<file path="config.mk">
export PLATFORM = sky130hd
export DESIGN_NAME = cbu_unit
export DESIGN_NICKNAME = d
export VERILOG_FILES = /design/src/rtl/cbu_pkg.sv /design/src/rtl/cbu_phase_seq.sv /design/src/rtl/cbu_decode.sv /design/src/rtl/cbu_exec.sv /design/src/rtl/cbu_skip_ctrl.sv /design/src/rtl/cbu_unit.sv
export SDC_FILE = /design/constraint.sdc
export NUM_CORES = 1
export LEC_CHECK = 0
export BUFFER_PORTS_ARGS = -buffer_cell sky130_fd_sc_hd__clkbuf_2
export CAP_MARGIN = 15
export CORE_ASPECT_RATIO = 1.5
export CORE_MARGIN = 2
export CORE_UTILIZATION = 53
export CTS_CLUSTER_DIAMETER = 40
export DETAILED_ROUTE_END_ITERATION = 8
export PLACE_DENSITY_LB_ADDON = 0.08
export SLEW_MARGIN = 20
export SYNTH_ARGS = -nofsm -noshare
export SYNTH_HDL_FRONTEND = slang
export SYNTH_HIERARCHICAL = 1
export SYNTH_SLANG_ARGS = --single-unit
</file>
<file path="constraint.sdc">
create_clock -name clk -period 2.18 [get_ports clk]
set_input_delay 0.327 -clock clk [delete_from_list [all_inputs] [get_ports clk]]
set_output_delay 0.327 -clock clk [all_outputs]
set_load 0.02 [all_outputs]
</file>
<file path="src/rtl/cbu_pkg.sv">
package cbu_pkg;
  localparam int DW       = 8;
  localparam int AW       = 8;
  localparam int IW       = DW + AW;
  localparam int NIB_W    = DW / 2;
  localparam int OPC_W    = IW - AW;
  localparam int BCD_MAX  = 9;
  localparam int BCD_FIX  = 6;
  localparam logic [OPC_W-1:0] OPC_CMPLT = 8'h30;
  localparam logic [OPC_W-2:0] OPC_DAW   = 7'b0010111;

  typedef logic [DW-1:0] data_t;
  typedef logic [AW-1:0] addr_t;
  typedef logic [IW-1:0] instr_t;

  typedef enum logic [1:0] {
    PH_DEC  = 2'd0,
    PH_READ = 2'd1,
    PH_EXEC = 2'd2,
    PH_WR   = 2'd3
  } phase_e;

  typedef enum logic [1:0] {
    OP_NOP   = 2'd0,
    OP_CMPLT = 2'd1,
    OP_DAW   = 2'd2
  } op_e;

  typedef struct packed {
    logic  cout;
    data_t val;
  } daw_t;

  // Each nibble is corrected on its own; no carry crosses between them.
  function automatic daw_t daw_adjust(data_t v, logic c, logic dc);
    logic [NIB_W:0] lo;
    logic [NIB_W:0] hi;
    daw_t r;
    lo = {1'b0, v[NIB_W-1:0]};
    hi = {1'b0, v[DW-1:NIB_W]};
    if (lo > (NIB_W+1)'(BCD_MAX) || dc) lo = lo + (NIB_W+1)'(BCD_FIX);
    if (hi > (NIB_W+1)'(BCD_MAX) || c)  hi = hi + (NIB_W+1)'(BCD_FIX);
    r.val  = {hi[NIB_W-1:0], lo[NIB_W-1:0]};
    r.cout = hi[NIB_W];
    return r;
  endfunction

  function automatic op_e decode_op(instr_t w);
    if (w[IW-1:AW] == OPC_CMPLT)        return OP_CMPLT;
    else if (w[IW-1:AW+1] == OPC_DAW)   return OP_DAW;
    else                                return OP_NOP;
  endfunction
endpackage

</file>
<file path="src/rtl/cbu_phase_seq.sv">
module cbu_phase_seq
  import cbu_pkg::*;
(
  input  logic   clk,
  input  logic   rst,
  output phase_e phase
);
  localparam int PH_W = $bits(phase_e);
  logic [PH_W-1:0] cnt_q;

  always_ff @(posedge clk) begin
    if (rst) cnt_q <= '0;
    else     cnt_q <= cnt_q + PH_W'(1);
  end

  assign phase = phase_e'(cnt_q);
endmodule

</file>
<file path="src/rtl/cbu_decode.sv">
module cbu_decode
  import cbu_pkg::*;
(
  input  logic   clk,
  input  logic   rst,
  input  phase_e phase,
  input  instr_t instr,
  input  logic   suppress,
  output addr_t  faddr,
  output op_e    op,
  output logic   file_only
);
  instr_t ir_q;

  // A word captured under skip is replaced by an all-zero no-operation.
  always_ff @(posedge clk) begin
    if (rst)                 ir_q <= '0;
    else if (phase == PH_DEC) ir_q <= suppress ? '0 : instr;
  end

  assign faddr     = ir_q[AW-1:0];
  assign op        = decode_op(ir_q);
  assign file_only = ir_q[AW];
endmodule

</file>
<file path="src/rtl/cbu_exec.sv">
module cbu_exec
  import cbu_pkg::*;
(
  input  logic   clk,
  input  logic   rst,
  input  phase_e phase,
  input  op_e    op,
  input  logic   file_only,
  input  data_t  rf_rdata,
  output data_t  wreg,
  output logic   carry,
  output logic   dcarry,
  output data_t  result,
  output logic   cmp_less,
  output logic   daw_commit,
  output logic   wreg_load
);
  data_t opnd_q;
  data_t res_q;
  logic  res_c_q;
  logic  lt_q;
  data_t wreg_q;
  logic  carry_q;
  logic  dcarry_q;
  daw_t  adj;

  assign adj        = daw_adjust(opnd_q, carry_q, dcarry_q);
  assign daw_commit = (phase == PH_WR) && (op == OP_DAW);
  assign wreg_load  = daw_commit && !file_only;

  always_ff @(posedge clk) begin
    if (rst) begin
      opnd_q   <= '0;
      res_q    <= '0;
      res_c_q  <= 1'b0;
      lt_q     <= 1'b0;
      wreg_q   <= '0;
      carry_q  <= 1'b0;
      dcarry_q <= 1'b0;
    end else begin
      dcarry_q <= dcarry_q;
      unique case (phase)
        PH_READ: opnd_q <= rf_rdata;
        PH_EXEC: begin
          res_q   <= adj.val;
          res_c_q <= adj.cout;
          lt_q    <= (opnd_q < wreg_q);
        end
        PH_WR: begin
          if (daw_commit) carry_q <= res_c_q;
          if (wreg_load)  wreg_q  <= res_q;
        end
        default: ;
      endcase
    end
  end

  assign wreg     = wreg_q;
  assign carry    = carry_q;
  assign dcarry   = dcarry_q;
  assign result   = res_q;
  assign cmp_less = lt_q;
endmodule

</file>
<file path="src/rtl/cbu_skip_ctrl.sv">
module cbu_skip_ctrl
  import cbu_pkg::*;
(
  input  logic   clk,
  input  logic   rst,
  input  phase_e phase,
  input  op_e    op,
  input  logic   cmp_less,
  output logic   skip_taken,
  output logic   skip
);
  logic skip_q;

  assign skip_taken = (phase == PH_WR) && (op == OP_CMPLT) && cmp_less;

  // Re-evaluated once per instruction cycle, so it lasts exactly one cycle.
  always_ff @(posedge clk) begin
    if (rst)                 skip_q <= 1'b0;
    else if (phase == PH_WR) skip_q <= skip_taken;
  end

  assign skip = skip_q;
endmodule

</file>
<file path="src/rtl/cbu_unit.sv">
module cbu_unit
  import cbu_pkg::*;
(
  input  logic          clk,
  input  logic          rst,
  input  logic [IW-1:0] instr,
  input  logic [DW-1:0] rf_rdata,
  output logic [AW-1:0] rf_addr,
  output logic          rf_we,
  output logic [DW-1:0] rf_wdata,
  output logic [DW-1:0] wreg_o,
  output logic          carry_o,
  output logic          dcarry_o,
  output logic          skip_o,
  output logic [1:0]    phase_o
);
  phase_e phase;
  op_e    op;
  addr_t  faddr;
  logic   file_only;
  logic   cmp_less;
  logic   daw_commit;
  logic   wreg_load;
  logic   skip_taken;
  logic   skip;
  data_t  result;

  cbu_phase_seq u_seq (.clk(clk), .rst(rst), .phase(phase));

  cbu_decode u_dec (
    .clk(clk), .rst(rst), .phase(phase), .instr(instr), .suppress(skip),
    .faddr(faddr), .op(op), .file_only(file_only)
  );

  cbu_exec u_exe (
    .clk(clk), .rst(rst), .phase(phase), .op(op), .file_only(file_only),
    .rf_rdata(rf_rdata), .wreg(wreg_o), .carry(carry_o), .dcarry(dcarry_o),
    .result(result), .cmp_less(cmp_less), .daw_commit(daw_commit),
    .wreg_load(wreg_load)
  );

  cbu_skip_ctrl u_skp (
    .clk(clk), .rst(rst), .phase(phase), .op(op), .cmp_less(cmp_less),
    .skip_taken(skip_taken), .skip(skip)
  );

  assign rf_addr  = faddr;
  assign rf_we    = daw_commit;
  assign rf_wdata = result;
  assign skip_o   = skip;
  assign phase_o  = phase;
endmodule

</file>
==> flow_summary.rst, run 1 <==
.. list-table::
   :header-rows: 1

   * - Metric
     - Value
   * - Antenna fix cells
     - 0
   * - Nature of the critical path endpoint
     - output pin
   * - Max-slew violation count
     - 0
   * - Leftover overflow at the end of global routing
     - 0
   * - Total GRT Usage
     - 21.5%
   * - Worst path max stage delay
     - approximately 530 ps
   * - Post-route core utilization
     - between 60 and 70%
   * - CP top delay family
     - simple AND/OR/NAND/NOR gates
   * - Routed via count divided by cell count
     - about 5.4
   * - Number of design rule violations left after detail routing
     - 0
   * - Max Root-Sink Buffers
     - 2
   * - Placed insts
     - 342
   * - Startpoint of the worst hold path
     - rf_rdata[3]
   * - Die X-Extent
     - around 57 um
   * - Worst setup SP type
     - register
   * - Worst path arrival time
     - roughly 1700 ps
   * - Highest fanout seen on the critical path
     - 3
   * - Number of hold violations in the final report
     - 0
   * - Number of antenna-violating nets in the routed design
     - 0
   * - Post-detail-place hpwl
     - 3390 um
   * - Reg2Reg Setup Slack
     - 140 ps
   * - Reg2reg start
     - u_dec/ir_q[15]
   * - Port buffer count
     - 54
   * - Hold EP
     - u_exe/opnd_q[3]
   * - TritonCTS sink count
     - 46
   * - Routability congestion estimate from global placement
     - 0.793
   * - Area growth from synthesis to layout
     - 15.8%
   * - Worst-path cell chain
     - or4b_4, nor3_2, nand4b_4, inv_2, buf_4
   * - Crit path buf inv count
     - 2
   * - Switching component of the power
     - 0.473 mW
   * - Via count of the first global-routing pass
     - 1782
   * - Worst slew pin tran
     - around 530 ps
   * - Outcome
     - finished, final reports clean
   * - Sum of routed wire length over all layers
     - 4810 um
   * - Start-to-end type of the worst setup path
     - register to output pin
   * - Maximum number of pins on one net before global-route repair
     - 36
   * - Total via count in the routed design
     - 1899
   * - Non-filler cells in the finished layout
     - 351
   * - Critical-path top delay cell
     - or4b_4
   * - Total CTS buffers
     - 5
   * - Die span in y
     - approximately 84 um
   * - CTS HTree Levels
     - 2
   * - Proportion of power drawn by the clock network
     - 33.1%
   * - Internal power
     - 1.32 mW
   * - Effective utilization at floorplan
     - between 50% and 60%
   * - Type of the tightest min-delay check
     - input pin to register
   * - Fraction of final layout cells with drive strength greater than 1
     - 26.8%
   * - WHS Path Cells
     - 3
   * - VDD IR max
     - 0.659 mV
   * - Reg2reg end
     - u_exe/wreg[4]
   * - Number of antenna violations at the first check in global routing
     - 0
   * - Netlist Area Pre-Place
     - 2230 um^2
   * - Area of the die
     - between 4000 and 5000 um^2
   * - Unrepaired setup endpoints after global routing
     - no
   * - Final critical-path required period
     - 2060 ps
   * - CTS tree
     - yes
   * - Final setup skew
     - roughly 3.3 ps
   * - Period Utilization, post-route
     - 94.6%
   * - Setup TNS after final layout
     - 0 ps
   * - Power per cell area
     - 693 nW/um^2
   * - Skew-Pair Late Insertion Delay
     - 290 ps
   * - Global-route wire length before repair
     - 8200 um
   * - Setup violators final
     - 0
   * - Post-layout power
     - 1.79 mW
   * - F_max
     - 0.485 GHz
   * - Worst r2r path cells
     - 8
   * - Switch share
     - 26.4%
   * - Required time of the critical path
     - approximately 1900 ps
   * - Cell count after synthesis
     - 264
   * - Max cap viols
     - 0
   * - Yosys synthesis warning count
     - 6
   * - Routed wire length per instance
     - roughly 14 um
   * - Static Leak
     - between 1 and 1.5 nW
   * - Mapped Avg Cell Area
     - about 8.5 um^2
   * - First-pass DRT Iterations
     - 4
   * - Initial detailed-routing violation count
     - 55
   * - Root buffer selected by CTS
     - clkbuf_8
   * - Layout net count
     - 340
   * - Number of top-level pins
     - 56
   * - Clock input transition at the sequential cells of the worst setup and hold paths
     - 80 ps
   * - Site Rows
     - 28
   * - Core area
     - 3990 um^2
   * - Total nets after synthesis
     - between 200 and 300
   * - Max-Slew Margin vs Limit
     - approximately 64%
   * - Combinational power share
     - 15.2%
   * - Register share of total power
     - about half
[layout by cell type (no fill, tap or decap), drive strengths merged, types with 2 or more instances in the layout]
cell and instances:
nand4 2, nor2 13, a21oi 42, nand4b 2, nand3 2, o21ai 27, nand2 35, or4b 17
ha 9, nor3 4, buf 9, dfxtp 46, o211ai 2, nand2b 5, inv 12, a211oi 2
nor2b 2, clkbuf 61
[how the worst max path moves through the flow]
| stage | from | to | slack [ps] | depth (start not counted) |
|---|---|---|---|---|
| finish | u_dec/ir_q[10] | rf_we | 120 | 5 |
| global route | u_dec/ir_q[15] | u_exe/wreg[5] | 20 | 8 |
| CTS | u_dec/ir_q[10] | rf_we | 20 | 5 |
| detailed placement | u_dec/ir_q[10] | u_exe/wreg[4] | 250 | 7 |
| global placement | u_dec/ir_q[10] | rf_we | 270 | 5 |
| floorplan | u_dec/ir_q[10] | rf_we | 340 | 5 |
[metrics by stage]
step,hold WS (ps),setup slack [ps],instance area [um^2]
6_report,244,118,2590
5_1_grt,244,23.1,2590
4_1_cts,232,21.9,2580
3_5_place_dp,445,245,2450
3_3_place_gp,443,275,2450
2_1_floorplan,394,340,2230
[tightest hold or removal path: stages]
cell	delay, ps
clkbuf_2	80
nand2_1	40
a21oi_1	50
[what timing repair did]
action / CTS / global route
gates resized for setup: 2 / 4
setup endpoints to repair: 1 / 1
hold endpoints to repair: 0 / 0
buffers inserted: 1 / 0
hold buffers: 0 / 0
pin swaps: 0 / 1
[metal layers]
| metal | vias up | wire (um) | GRT usage [%] |
|---|---|---|---|
| li1 | 999 | - | - |
| met1 | 861 | 2140 | 26.6 |
| met2 | 34 | 2430 | 36.6 |
| met3 | 5 | 180 | 4.34 |
| met4 | 0 | 59 | 6.98 |
| met5 | - | 0 | 0 |
[final cells by class]
class	count	area, um^2
timing repair buffer	62	345
inverter	12	45.0
sequential	46	922
tap	45	56.3
clock buffer	8	110
fill	382	1410
multi-input combinational	178	1110
[power by group through the flow]
stage               clock (mW)  sequential, mW  combinational (mW)
CTS                      0.611           0.927               0.274
global route             0.646           0.937               0.305
global placement             0           0.945               0.267
detailed placement           0           0.946               0.272
floorplan                    0           0.948               0.203
finish                   0.593           0.927               0.273
[flip-flops by register name (all words and copies together), names as in the netlist]
name            flops
u_dec/ir_q         16
u_exe/opnd_q        8
u_exe/result        8
u_exe/wreg          8
u_seq/phase         2
u_exe/carry         1
u_exe/cmp_less      1
u_exe/res_c_q       1
u_skp/skip          1
Note: power is estimated with default switching activity, not from simulation.
==> inputs of run 2 (changes only) <==
Clock period 2.18 ns to 1.9 ns, I/O delays scaled along.
==> flow_summary.rst, run 2 (synthesis results as in run 1) <==
.. list-table::
   :header-rows: 1

   * - Metric
     - Value
   * - Outcome
     - finished with violations
   * - Failing checks
     - setup timing
   * - Required time of the critical path
     - between 1500 and 2000 ps
   * - Post-detail-place hpwl
     - around 3500 um
   * - Worst r2r path cells
     - 8
   * - Skew-Pair Late Insertion Delay
     - 300 ps
   * - Worst slew pin tran
     - 513 ps
   * - CTS tree
     - yes
   * - Die X-Extent
     - 57.0 um
   * - Number of top-level pins
     - 56
   * - Top metal layer carrying routed signals
     - met4
   * - Area growth from synthesis to layout
     - 18.0%
   * - Final critical-path required period
     - approximately 1900 ps
   * - Highest fanout seen on the critical path
     - 2
   * - Number of hold violations in the final report
     - 0
   * - Core area
     - around 4000 um^2
   * - Most common library cell in the layout ignoring fill and taps
     - clkbuf_2
   * - Max-slew violation count
     - 0
   * - Routability congestion estimate from global placement
     - 0.787
   * - Final setup skew
     - slightly below 7 ps
   * - Effective utilization at floorplan
     - 56.0%
   * - VDD IR max
     - 0.663 mV
   * - Initial detailed-routing violation count
     - a little over 80
   * - Critical-path top delay cell
     - or4b_4
   * - Area of placed instances
     - 2490 um^2
   * - Hold Worst Slack
     - just under 200 ps
   * - Static Leak
     - about 1.1 nW
   * - Worst path arrival time
     - 1640 ps
   * - Placed insts
     - ~350
   * - Switching component of the power
     - approximately 0.55 mW
   * - Via count of the first global-routing pass
     - 1875
   * - Clock input transition at the sequential cells of the worst setup and hold paths
     - 80 ps
   * - Total CTS buffers
     - 5
   * - Fraction of final layout cells with drive strength greater than 1
     - slightly below 30%
   * - Number of design rule violations left after detail routing
     - 0
   * - Sum of routed wire length over all layers
     - between 4000 and 5000 um
   * - Antenna fix cells
     - 0
   * - Sum of routed wire segments on met1
     - 2110 um
   * - Non-filler cells in the finished layout
     - 358
   * - Max-Slew Margin vs Limit
     - 65.8%
   * - Die span in y
     - 83.5 um
   * - Root buffer selected by CTS
     - clkbuf_8
   * - Total GRT Usage
     - 22.2%
   * - Proportion of power drawn by the clock network
     - 28.9%
   * - TritonCTS sink count
     - 46
   * - CTS HTree Levels
     - 2
   * - Met3 WL post-DR
     - 168 um
   * - Number of antenna-violating nets in the routed design
     - 0
   * - Post-route setup slack
     - -25.0 ps
   * - Type of the tightest min-delay check
     - input pin to register
   * - Register share of total power
     - 54.5%
   * - Met2 wire length
     - 2560 um
   * - Hold bufs inserted after CTS
     - 0
   * - Layout net count
     - between 300 and 400
   * - Combinational power share
     - 16.6%
   * - Start-to-end type of the worst setup path
     - register to output pin
   * - Max cap viols
     - 0
   * - Leftover overflow at the end of global routing
     - 0
   * - Number of antenna violations at the first check in global routing
     - 0
   * - Site Rows
     - 28
   * - Port buffer count
     - 54
   * - Routed via count divided by cell count
     - 5.44
   * - Power per cell area
     - about 740 nW/um^2
   * - Total via count in the routed design
     - ~2000
   * - Unrepaired setup endpoints after global routing
     - yes
   * - Worst-path cell chain
     - or4b_4, nor3_4, nand4b_4, inv_2, buf_8
   * - Area of all placed cells without fillers
     - 2640 um^2
   * - Nature of the critical path endpoint
     - output pin
   * - Internal power
     - 1.40 mW
   * - Global-route wire length before repair
     - 8540 um
   * - Switch share
     - 28.2%
   * - Worst path max stage delay
     - ~540 ps
   * - Maximum number of pins on one net before global-route repair
     - 28
   * - Setup violators final
     - 1
   * - Period Utilization, post-route
     - 101%
   * - Number of flip-flops in the largest register
     - 16
   * - Worst setup SP type
     - register
   * - Post-layout power
     - 1.95 mW
   * - F_max
     - between 0.5 and 0.6 GHz
   * - Reg2Reg Setup Slack
     - 90 ps
   * - Max Root-Sink Buffers
     - 2
   * - Routed wire length per instance
     - 13.7 um
   * - First-pass DRT Iterations
     - 4
   * - Area of the die
     - approximately 4800 um^2
   * - Register with the highest flop count
     - u_dec/ir_q
   * - Highest-count cells in the layout ignoring fill and taps
     - 53 x clkbuf_2, 44 x dfxtp_1, 42 x a21oi_1, 35 x nand2_1, 19 x o21ai_0
   * - WHS Path Cells
     - 3
## run 2: worst max-delay path: cells and delay by family (launching register included)
kind / cells / cell delay (ps)
flip-flops: 1 / 320
AND/OR/NAND/NOR: 3 / 840
buffers and inverters: 2 / 180
## run 2: path summary, 6_finish.rpt
path / from / to
worst max-delay path: u_dec/ir_q[10] / rf_we
worst min-delay path: rf_rdata[6] / u_exe/opnd_q[6]
worst max register to register: u_dec/ir_q[13] / u_exe/wreg[7]
worst min register to register: u_exe/result[0] / u_exe/wreg[0]
## run 2: cell type report
class / instances / area (um^2)
well taps: 45 / 56.3
inverters: 12 / 45.0
flip-flops and latches: 46 / 923
clock buffers: 5 / 68.8
multi-input cells: 178 / 1120
clock inverters: 2 / 10.0
repair buffers: 70 / 413
fillers: 376 / 1360
## run 2: metrics by stage
stage          setup TNS (ps)  util [%]  worst slack [ps]
2_1_floorplan               0         -               102
3_3_place_gp                0      62.2              50.8
3_5_place_dp                0      62.2              16.7
4_1_cts                 -99.0      65.7             -97.1
5_1_grt                  -143      66.0             -88.1
6_report                -25.0      66.0             -25.0
## run 2: layer usage
| layer | GRT usage (%) | vias to the layer above |
|---|---|---|
| li1 | - | 1017 |
| met1 | 26.2 | 890 |
| met2 | 39.5 | 35 |
| met3 | 4.50 | 6 |
| met4 | 6.34 | 0 |
| met5 | 0 | - |
## run 2: timing repair
item | in CTS | in global routing
resized for setup | 8 | 3
setup buffers | 3 | 1
pin swaps | 2 | 2
endpoints found under the setup margin | 1 | 9
## run 2: power groups by stage
stage               clock network, mW  registers (mW)  logic, mW
detailed placement                  0            1.08      0.319
finish                          0.564            1.07      0.325
global placement                    0            1.08      0.312
global route                    0.615            1.07      0.365
CTS                             0.587            1.06      0.327
floorplan                           0            1.09      0.233
